==> src/rtl/updn_pkg.sv <==
package updn_pkg;
    localparam int CNT_W = 4;
    typedef logic [CNT_W-1:0] cnt_t;
    typedef enum logic [2:0] {
        OP_HOLD,
        OP_INC,
        OP_DEC,
        OP_LOAD,
        OP_CLR
    } op_e;
endpackage

==> src/rtl/updn_sync.sv <==
module updn_sync (
    input  logic clk,
    input  logic rst_n,
    input  logic async_in,
    output logic level,
    output logic rise
);
    typedef struct packed {
        logic s1;
        logic s2;
        logic prev;
    } sync_t;

    sync_t st_d, st_q;

    always_comb begin
        st_d.s1   = async_in;
        st_d.s2   = st_q.s1;
        st_d.prev = st_q.s2;
    end

    // Idle level of a count input is high, so reset to ones to avoid a false edge.
    always_ff @(posedge clk or negedge rst_n) begin
        if (!rst_n) st_q <= '1;
        else        st_q <= st_d;
    end

    assign level = st_q.s2;
    assign rise  = st_q.s2 & ~st_q.prev;
endmodule

==> src/rtl/updn_ctrl.sv <==
module updn_ctrl
    import updn_pkg::*;
#(
    parameter int HOLDOFF = 4
) (
    input  logic clk,
    input  logic rst_n,
    input  logic clr,
    input  logic load_n,
    input  logic up_lvl,
    input  logic dn_lvl,
    input  logic up_rise,
    input  logic dn_rise,
    output op_e  op,
    output logic busy
);
    localparam int HW = (HOLDOFF < 1) ? 1 : $clog2(HOLDOFF + 1);
    localparam logic [HW-1:0] HOLD_INIT = HW'(HOLDOFF);

    typedef struct packed {
        logic [HW-1:0] hold;
    } ctrl_t;

    ctrl_t st_d, st_q;
    op_e   op_d;

    always_comb begin
        st_d = st_q;
        op_d = OP_HOLD;
        if (clr || !load_n) begin
            st_d.hold = HOLD_INIT;
        end else if (st_q.hold != '0) begin
            st_d.hold = st_q.hold - HW'(1);
        end

        if (clr) begin
            op_d = OP_CLR;
        end else if (!load_n) begin
            op_d = OP_LOAD;
        end else if (st_q.hold != '0) begin
            op_d = OP_HOLD;
        end else if (up_rise && dn_rise) begin
            op_d = OP_HOLD;
        end else if (up_rise && dn_lvl) begin
            op_d = OP_INC;
        end else if (dn_rise && up_lvl) begin
            op_d = OP_DEC;
        end
    end

    always_ff @(posedge clk or negedge rst_n) begin
        if (!rst_n) st_q <= '0;
        else        st_q <= st_d;
    end

    assign op   = op_d;
    assign busy = (st_q.hold != '0);
endmodule

==> src/rtl/updn_count.sv <==
module updn_count
    import updn_pkg::*;
#(
    parameter bit DECADE = 1'b1
) (
    input  logic clk,
    input  logic rst_n,
    input  op_e  op,
    input  cnt_t din,
    output cnt_t q,
    output logic at_top,
    output logic at_zero
);
    localparam cnt_t TOP = DECADE ? cnt_t'(9) : cnt_t'(15);

    typedef struct packed {
        cnt_t cnt;
    } cnt_st_t;

    cnt_st_t st_d, st_q;

    always_comb begin
        st_d = st_q;
        unique case (op)
            OP_CLR:  st_d.cnt = '0;
            OP_LOAD: st_d.cnt = din;
            OP_INC:  st_d.cnt = (st_q.cnt >= TOP) ? '0 : st_q.cnt + cnt_t'(1);
            OP_DEC:  st_d.cnt = (st_q.cnt == '0) ? TOP : st_q.cnt - cnt_t'(1);
            default: st_d.cnt = st_q.cnt;
        endcase
    end

    always_ff @(posedge clk or negedge rst_n) begin
        if (!rst_n) st_q <= '0;
        else        st_q <= st_d;
    end

    assign q       = st_q.cnt;
    assign at_top  = (st_q.cnt >= TOP);
    assign at_zero = (st_q.cnt == '0);
endmodule

==> src/rtl/updn_stage.sv <==
module updn_stage
    import updn_pkg::*;
#(
    parameter bit DECADE  = 1'b1,
    parameter int HOLDOFF = 4
) (
    input  logic             clk,
    input  logic             rst_n,
    input  logic             clr,
    input  logic             load_n,
    input  logic             up_in,
    input  logic             dn_in,
    input  logic [CNT_W-1:0] din,
    output logic [CNT_W-1:0] q,
    output logic             carry_n,
    output logic             borrow_n
);
    localparam int NCH = 2;   // channel 0: up, channel 1: down

    logic [NCH-1:0] raw;
    logic [NCH-1:0] lvl;
    logic [NCH-1:0] rise;
    op_e            op;
    logic           holding;
    logic           at_top;
    logic           at_zero;
    cnt_t           cnt;

    assign raw = {dn_in, up_in};

    for (genvar g = 0; g < NCH; g++) begin : g_sync
        updn_sync u_sync (
            .clk      (clk),
            .rst_n    (rst_n),
            .async_in (raw[g]),
            .level    (lvl[g]),
            .rise     (rise[g])
        );
    end

    updn_ctrl #(.HOLDOFF(HOLDOFF)) u_ctrl (
        .clk     (clk),
        .rst_n   (rst_n),
        .clr     (clr),
        .load_n  (load_n),
        .up_lvl  (lvl[0]),
        .dn_lvl  (lvl[1]),
        .up_rise (rise[0]),
        .dn_rise (rise[1]),
        .op      (op),
        .busy    (holding)
    );

    updn_count #(.DECADE(DECADE)) u_count (
        .clk     (clk),
        .rst_n   (rst_n),
        .op      (op),
        .din     (din),
        .q       (cnt),
        .at_top  (at_top),
        .at_zero (at_zero)
    );

    assign q        = cnt;
    assign carry_n  = ~(~lvl[0] & at_top);
    assign borrow_n = ~(~lvl[1] & at_zero);
endmodule

==> config.mk <==
export PLATFORM = sky130hd
export DESIGN_NAME = updn_stage
export DESIGN_NICKNAME = d
export VERILOG_FILES = /design/src/rtl/updn_pkg.sv /design/src/rtl/updn_sync.sv /design/src/rtl/updn_ctrl.sv /design/src/rtl/updn_count.sv /design/src/rtl/updn_stage.sv
export SDC_FILE = /design/constraint.sdc
export NUM_CORES = 1
export LEC_CHECK = 0
export CORE_MARGIN = 2
export CORE_UTILIZATION = 25
export DETAILED_ROUTE_END_ITERATION = 10
export DONT_BUFFER_PORTS = 1
export MAX_ROUTING_LAYER = met4
export PLACE_DENSITY_LB_ADDON = 0.3
export SLEW_MARGIN = 20
export SYNTH_ARGS = -nofsm -noshare
export SYNTH_HDL_FRONTEND = slang
export SYNTH_SLANG_ARGS = --single-unit
==> constraint.sdc <==
create_clock -name clk -period 1.7 [get_ports clk]
set_input_delay 0.34 -clock clk [delete_from_list [all_inputs] [get_ports clk]]
set_output_delay 0.34 -clock clk [all_outputs]
set_load 0.05 [all_outputs]
==> results of run 1 <==
## layer usage
layer,GRT usage,wire [um],up-vias
met1,0.144,828,318
met3,0.0524,116,4
met4,0.0381,24,0
met5,-,0,-
met2,0.193,898,19
li1,-,-,298
## critical path, stage by stage, from the launching register on
cell	delay (ns)
dfrtp_4	0.50
inv_2	0.07
ha_4	0.12
or3b_4	0.38
buf_4	0.15
a2111oi_4	0.41
inv_2	0.10
o311ai_2	0.22
## per-stage QoR
stage / worst slack, ns / setup TNS [ns] / cells / utilization / power (uW)
after global routing: -0.376 / -1.80 / 120 / 0.323 / 774
after CTS: -0.320 / -1.26 / 119 / 0.318 / 731
final: -0.335 / -1.52 / 120 / 0.323 / 725
after detailed placement: -0.139 / -0.314 / 113 / 0.301 / 516
after global placement: -0.0697 / -0.137 / 113 / 0.301 / 510
after floorplan: -0.267 / -0.807 / 74 / - / 474
## synthesized netlist by cell type (2+ instances only)
cell type | count | area share
a211oi_1 | 2 | 0.019
ha_1 | 5 | 0.081
o31ai_1 | 3 | 0.029
clkbuf_1 | 2 | 0.0097
a21oi_1 | 2 | 0.013
dfrtp_1 | 7 | 0.23
nand2b_1 | 3 | 0.024
a31oi_1 | 4 | 0.032
inv_1 | 6 | 0.029
o21ai_0 | 4 | 0.026
dfstp_2 | 6 | 0.20
nor2b_1 | 4 | 0.032
a32oi_1 | 2 | 0.023
nor2_1 | 4 | 0.019
nand3b_1 | 2 | 0.019
## what timing repair did
action,4_1_cts,5_1_grt
endpoints found under the setup margin,5,6
gates resized for setup,2,2
buffers inserted,1,1
hold buffers,1,0
cloned,0,0
hold endpoints to repair,13,0
pin swaps,1,1
## cell families (layout without fill, tap and decap cells)
logic type,after synthesis,in the layout,synth area share
compound gates,23,23,0.235
xor+xnor,2,2,0.0227
fa+ha+maj,5,5,0.0810
buf+inv,9,22,0.0438
flops,13,13,0.431
mux,1,1,0.0130
simple gates,21,21,0.173
## final cells by class
cell class / instances / share of cell area
clock buffer: 3 / 0.0232
clock inverter: 1 / 0.00516
inverter: 7 / 0.0271
multi-input combinational: 52 / 0.453
sequential: 13 / 0.348
tap: 33 / 0.0426
timing repair buffer: 11 / 0.101
## sequential cells by signal, summed over array words and instances, names as in the netlist
name / count
g_sync.u_sync.st_q: 2
g_sync.u_sync.level: 2
g_sync.u_sync.st_d: 2
u_count.q: 4
u_ctrl.st_q: 3
## cells in the final DEF (no fill, tap or decap), types with 2 or more instances in the layout
master / instances
a211oi_1: 2
a21oi_1: 2
a31oi_1: 4
a32oi_1: 2
buf_4: 9
clkbuf_4: 3
dfrtp_1: 5
dfstp_2: 6
ha_1: 3
inv_1: 4
inv_2: 3
nand2b_1: 3
nand3b_1: 2
nor2_1: 4
nor2b_1: 4
o21ai_0: 2
o21ai_1: 2
o31ai_1: 3
## power by group through the flow
stage          logic (uW)  registers, uW  clock network, uW
2_1_floorplan        98.7            375                  0
3_3_place_gp          153            357                  0
3_5_place_dp          158            358                  0
4_1_cts               173            352                206
5_1_grt               188            355                232
6_report              174            352                199
## path summary, 6_finish.rpt
kind	startpoint	endpoint	slack, ns	depth (start not counted)
setup / recovery	u_count.q[0]	u_count.q[2]	-0.34	7
hold / removal	dn_in	g_sync[1].u_sync.st_d[1]	0.05	0
setup reg to reg	u_count.q[0]	u_count.q[2]	-0.34	7
hold reg to reg	g_sync[1].u_sync.st_d[1]	g_sync[1].u_sync.level	0.36	0
max in group asynchronous	rst_n	u_count.q[0]	0.71	1
min in group asynchronous	rst_n	u_count.q[0]	0.51	1
==> summary.md, run 1 <==
| Metric | Value |
|---|---|
| Post-DP HPWL | `between 1 and 1.5 mm` |
| Wire per inst | `15.6 um` |
| Pwr dens | `around 750 nW/um^2` |
| Largest fanout on the critical path | `3` |
| Sequential cell area | `338 um^2` |
| Total number of vias | `639` |
| Fin Clk Skew | `0.0129 ns` |
| Core Area | `approximately 3000 um^2` |
| Design area | `a little under 1000 um^2` |
| Netlist cell types | `33` |
| Vias per cell | `5.33` |
| Clock group share of total power | `0.275` |
| Final slew viol count | `0` |
| Switching Power | `231 uW` |
| Max rail drop VDD | `463 uV` |
| P_leak | `0.000380 uW` |
| Multi-input logic area | `439 um^2` |
| Syn_area_per_cell | `10.4 um^2` |
| Status | `finished with violations` |
| Clock transition at path regs | `0.09 ns` |
| Sw frac | `0.319` |
| Final #Nets | `~100` |
| Std-Cell Rows | `20` |
| Seq pwr share | `0.486` |
| CP Launch Type | `flip-flop` |
| Cell Area, Placed | `903 um^2` |
| HP Class | `in -> reg` |
| Initial antenna violation count | `0` |
| #FFs+latches synth | `13` |
| Post-Syn Area | `772 um^2` |
| Total CTS buffers | `3` |
| Clock Sinks | `13` |
| Synth Net Count | `89` |
| Detail Route Antenna Nets | `0` |
| FFs w/ async S/R, synth | `1.00` |
| PnR worst setup slack | `-0.335 ns` |
| Clock Tree Buf Depth | `2` |
| CP Data Required Time | `about 1.9 ns` |
| Largest net degree at the start of global routing | `14` |
| Initial cell density of the core | `0.257` |
| Critical path class | `reg -> reg` |
| Die height | `59.6 um` |
| Worst-skew pair later-pin latency | `0.29 ns` |
| Power Internal | `493 uW` |
| TritonCTS clock tree | `built` |
| Vias in the first global route | `662` |
| Filler cell count | `~320` |
| Logic pwr share | `0.239` |
| Final hold slack | `0.0537 ns` |
| Crit. End Element | `flip-flop` |
| First-pass GRT wire length | `3.06 mm` |
| Failing checks | `setup timing` |
| RSZ-0062 raised after global routing | `true` |
| Max Cap Violations | `0` |
| Final min period | `approximately 2.0 ns` |
| Initial drt markers | `44` |
| Layout cells sized above 1 | `0.379` |
| Worst Tran Pin Value | `0.652 ns` |
| Slew HR | `0.564` |
| Yosys Warn Count | `0` |
| Mapped Cells | `74` |
| Post-Route WL | `1.87 mm` |
| Synth-to-layout area growth | `25.6%` |
| Critical Path AT | `2.23 ns` |
| Die Wd | `59.6 um` |
| ANT cells | `0` |
| DR pass1 iterations | `5` |
| Grt ovf | `0` |
| Die area | `between 3000 and 4000 um^2` |
| DRC violations left | `0` |
| Sequential fraction of the synthesis area | `0.431` |
| Final Cycle Share | `1.20` |
| Clock root cell | `clkbuf_4` |
| H-Tree Level Count | `1` |
| PortBufs | `0` |
| GPL Wtd Cong | `0.739` |
| Top achievable clock speed | `491 MHz` |
| Hold Violations, Final | `0` |
| I/O pin cnt | `16` |
| Number of flops mapped to enable cells by yosys | `0` |
| Final setup violation count | `5` |
| GRT Total Usage | `0.124` |
| Synth Flop Type | `dfrtp_1` |
Note: power is estimated with default switching activity, not from simulation.
==> run 2: changes to the inputs <==
CTS_BUF_LIST = sky130_fd_sc_hd__clkbuf_16   (was not set)
clock period = 2.5 ns   (was 1.7 ns; I/O delays follow)
==> summary.md, run 2 (synthesis gave the netlist of run 1 again) <==
| Metric | Value |
|---|---|
| Total CTS buffers | `3 (unchanged)` |
| DP Worst Slack | `0.419 ns (+0.558 ns)` |
| Sw frac | `0.249 (-0.0699)` |
| DR pass1 iterations | `4 (-1)` |
| Initial antenna violation count | `0 (unchanged)` |
| Fin Clk Skew | `0.00233 ns (-0.0106 ns)` |
| Logic pwr share | `0.156 (-0.083)` |
| Final min period | `2.34 ns` |
| GPL Wtd Cong | `0.873 (+18%)` |
| Seq pwr share | `0.376 (-0.110)` |
| Vias per cell | `5.30 (-0.39%)` |
| Top achievable clock speed | `428 MHz` |
| Initial drt markers | `33 (-25%)` |
| Largest delay share family, worst path | `simple AND/OR/NAND/NOR gates` |
| Grt ovf | `0 (unchanged)` |
| Clock Sinks | `13 (unchanged)` |
| Cells on worst reg2reg path | `6 (-1)` |
| Critical Path AT | `1.84 ns (-0.39 ns)` |
| Total number of vias | `610 (-4.5%)` |
| Post-CTS Setup Inserts | `0 (-1)` |
| Hold Violations, Final | `0 (unchanged)` |
| Hold Buf Count CTS | `1 (unchanged)` |
| P_leak | `0.000377 uW (-0.67%)` |
| Critical Path End | `borrow_n` |
| Worst setup startpoint | `u_count.q[0]` |
| Filler cell count | `306 (-4.7%)` |
| DRC violations left | `0 (unchanged)` |
| ANT cells | `0 (unchanged)` |
| Clock root cell | `clkbuf_16` |
| CP Data Required Time | `2.00 ns (+0.10 ns)` |
| Largest net degree at the start of global routing | `11 (-3)` |
| Critical path class | `reg -> out` |
| Initial cell density of the core | `0.257 (unchanged)` |
| Std-Cell Rows | `20 (unchanged)` |
| PortBufs | `0 (unchanged)` |
| Wire per inst | `14.0 um (-10%)` |
| Final setup violation count | `0 (-5)` |
| Die Wd | `59.6 um (unchanged)` |
| Status | `finished clean` |
| Synth-to-layout area growth | `22.5%` |
| GRT Total Usage | `0.110 (-0.0139)` |
| Largest fanout on the critical path | `8 (+5)` |
| Max Cap Violations | `0 (unchanged)` |
| First-pass GRT wire length | `2.88 mm (-5.8%)` |
| Final #Nets | `98 (-4.9%)` |
| Worst Tran Pin Value | `0.569 ns (-0.0832 ns)` |
| Final Cycle Share | `0.935` |
| Die height | `59.6 um (unchanged)` |
| Worst path slowest cell | `or3_1` |
| PnR worst setup slack | `0.161 ns (+0.497 ns)` |
| RSZ-0062 raised after global routing | `false` |
| FF-to-FF setup slack | `0.49 ns (+0.83 ns)` |
| Tot Pwr | `636 uW (-12%)` |
| I/O pin cnt | `16 (unchanged)` |
| Critical path cell sequence | `inv_1 > ha_1 > or2b_1 > or3_1` |
| CP Launch Type | `flip-flop` |
| H-Tree Level Count | `1 (unchanged)` |
| Fin util | `0.315 (-0.00792)` |
| Post-Route WL | `1.61 mm (-14%)` |
| Layout cells sized above 1 | `0.232 (-0.148)` |
| Switching Power | `159 uW (-31%)` |
| Detail Route Antenna Nets | `0 (unchanged)` |
| Crit. End Element | `primary output` |
| Post-DP HPWL | `1.27 mm (-8.0%)` |
| Power Internal | `477 uW (-3.3%)` |
| Setup TNS | `0 ns (+1.52 ns)` |
| Commonest non-fill, non-tap cell in the layout | `dfrtp_1` |
| Pwr dens | `672 nW/um^2 (-10%)` |
| Vias in the first global route | `635 (-4.1%)` |
| Clock transition at path regs | `0.05 ns (-0.04 ns)` |
| Max rail drop VDD | `444 uV (-4.0%)` |
| Clock group share of total power | `0.468 (+0.193)` |
| Clock Tree Buf Depth | `2 (unchanged)` |
| HP Class | `in -> async` |
| WP depth | `4 (-3)` |
| Die area | `3550 um^2 (unchanged)` |
| Core Area | `3000 um^2 (unchanged)` |
| Post-CTS sizing | `0 (-2)` |
| Crit-path max cell delay | `0.55 ns (+0.05 ns)` |
| Worst-skew pair later-pin latency | `0.24 ns (-0.05 ns)` |
| CP Buf/Inv Count | `1 (-2)` |
| TritonCTS clock tree | `built` |
| Final slew viol count | `0 (unchanged)` |
| Commonest non-fill, non-tap cells in the layout | `dfrtp_1, inv_1, dfstp_2` |
| Critical R2R Capture | `u_count.q[2]` |
| Worst r2r src | `u_count.q[0]` |
| Max FFs per register | `4 (unchanged)` |
| Slew HR | `0.620 (+0.0561)` |
==> run 2: worst min-delay path by stage <==
| stage | cells after the start | end | from | slack [ns] |
|---|---|---|---|---|
| after CTS | 0 | g_sync[1].u_sync.st_d[1] | rst_n | 0.1 |
| after detailed placement | 0 | u_ctrl.st_q[0] | rst_n | 0.20 |
| after floorplan | 0 | u_count.q[0] | rst_n | 0.20 |
| after global routing | 0 | g_sync[1].u_sync.level | rst_n | 0.09 |
| final | 0 | g_sync[1].u_sync.st_d[1] | rst_n | 0.10 |
| after global placement | 0 | u_ctrl.st_q[0] | rst_n | 0.20 |
==> run 2: stage by stage <==
stage / cells / hold WS, ns / area, um^2
2_1_floorplan: 74 / 0.204 / 772
3_3_place_gp: 110 / 0.205 / 856
3_5_place_dp: 110 / 0.205 / 856
4_1_cts: 115 / 0.0978 / 946
5_1_grt: 115 / 0.0907 / 946
6_report: 115 / 0.102 / 946
==> run 2: layer usage <==
metal | track usage | vias to the layer above | wire, um
met5 | - | - | 0
met3 | 0.0306 | 2 | 118
met1 | 0.140 | 299 | 733
li1 | - | 290 | -
met2 | 0.176 | 19 | 747
met4 | 0.0190 | 0 | 7
==> run 2: area by class of cell <==
type                    instances  area (um^2)  share of cell area
flip-flops and latches         13          333               0.352
clock inverters                 1         5.00             0.00529
repair buffers                  6         60.1              0.0635
clock buffers                   3         75.1              0.0794
well taps                      33         41.3              0.0437
multi-input cells              52          405               0.429
inverters                       7         26.3              0.0278
==> run 2: power groups by stage <==
stage / Clock, uW / Combinational (uW) / Sequential [uW]
3_3_place_gp: 0 / 95.2 / 241
6_report: 298 / 99.4 / 239
5_1_grt: 318 / 110 / 241
3_5_place_dp: 0 / 96.3 / 242
4_1_cts: 304 / 100 / 239
2_1_floorplan: 0 / 62.8 / 254
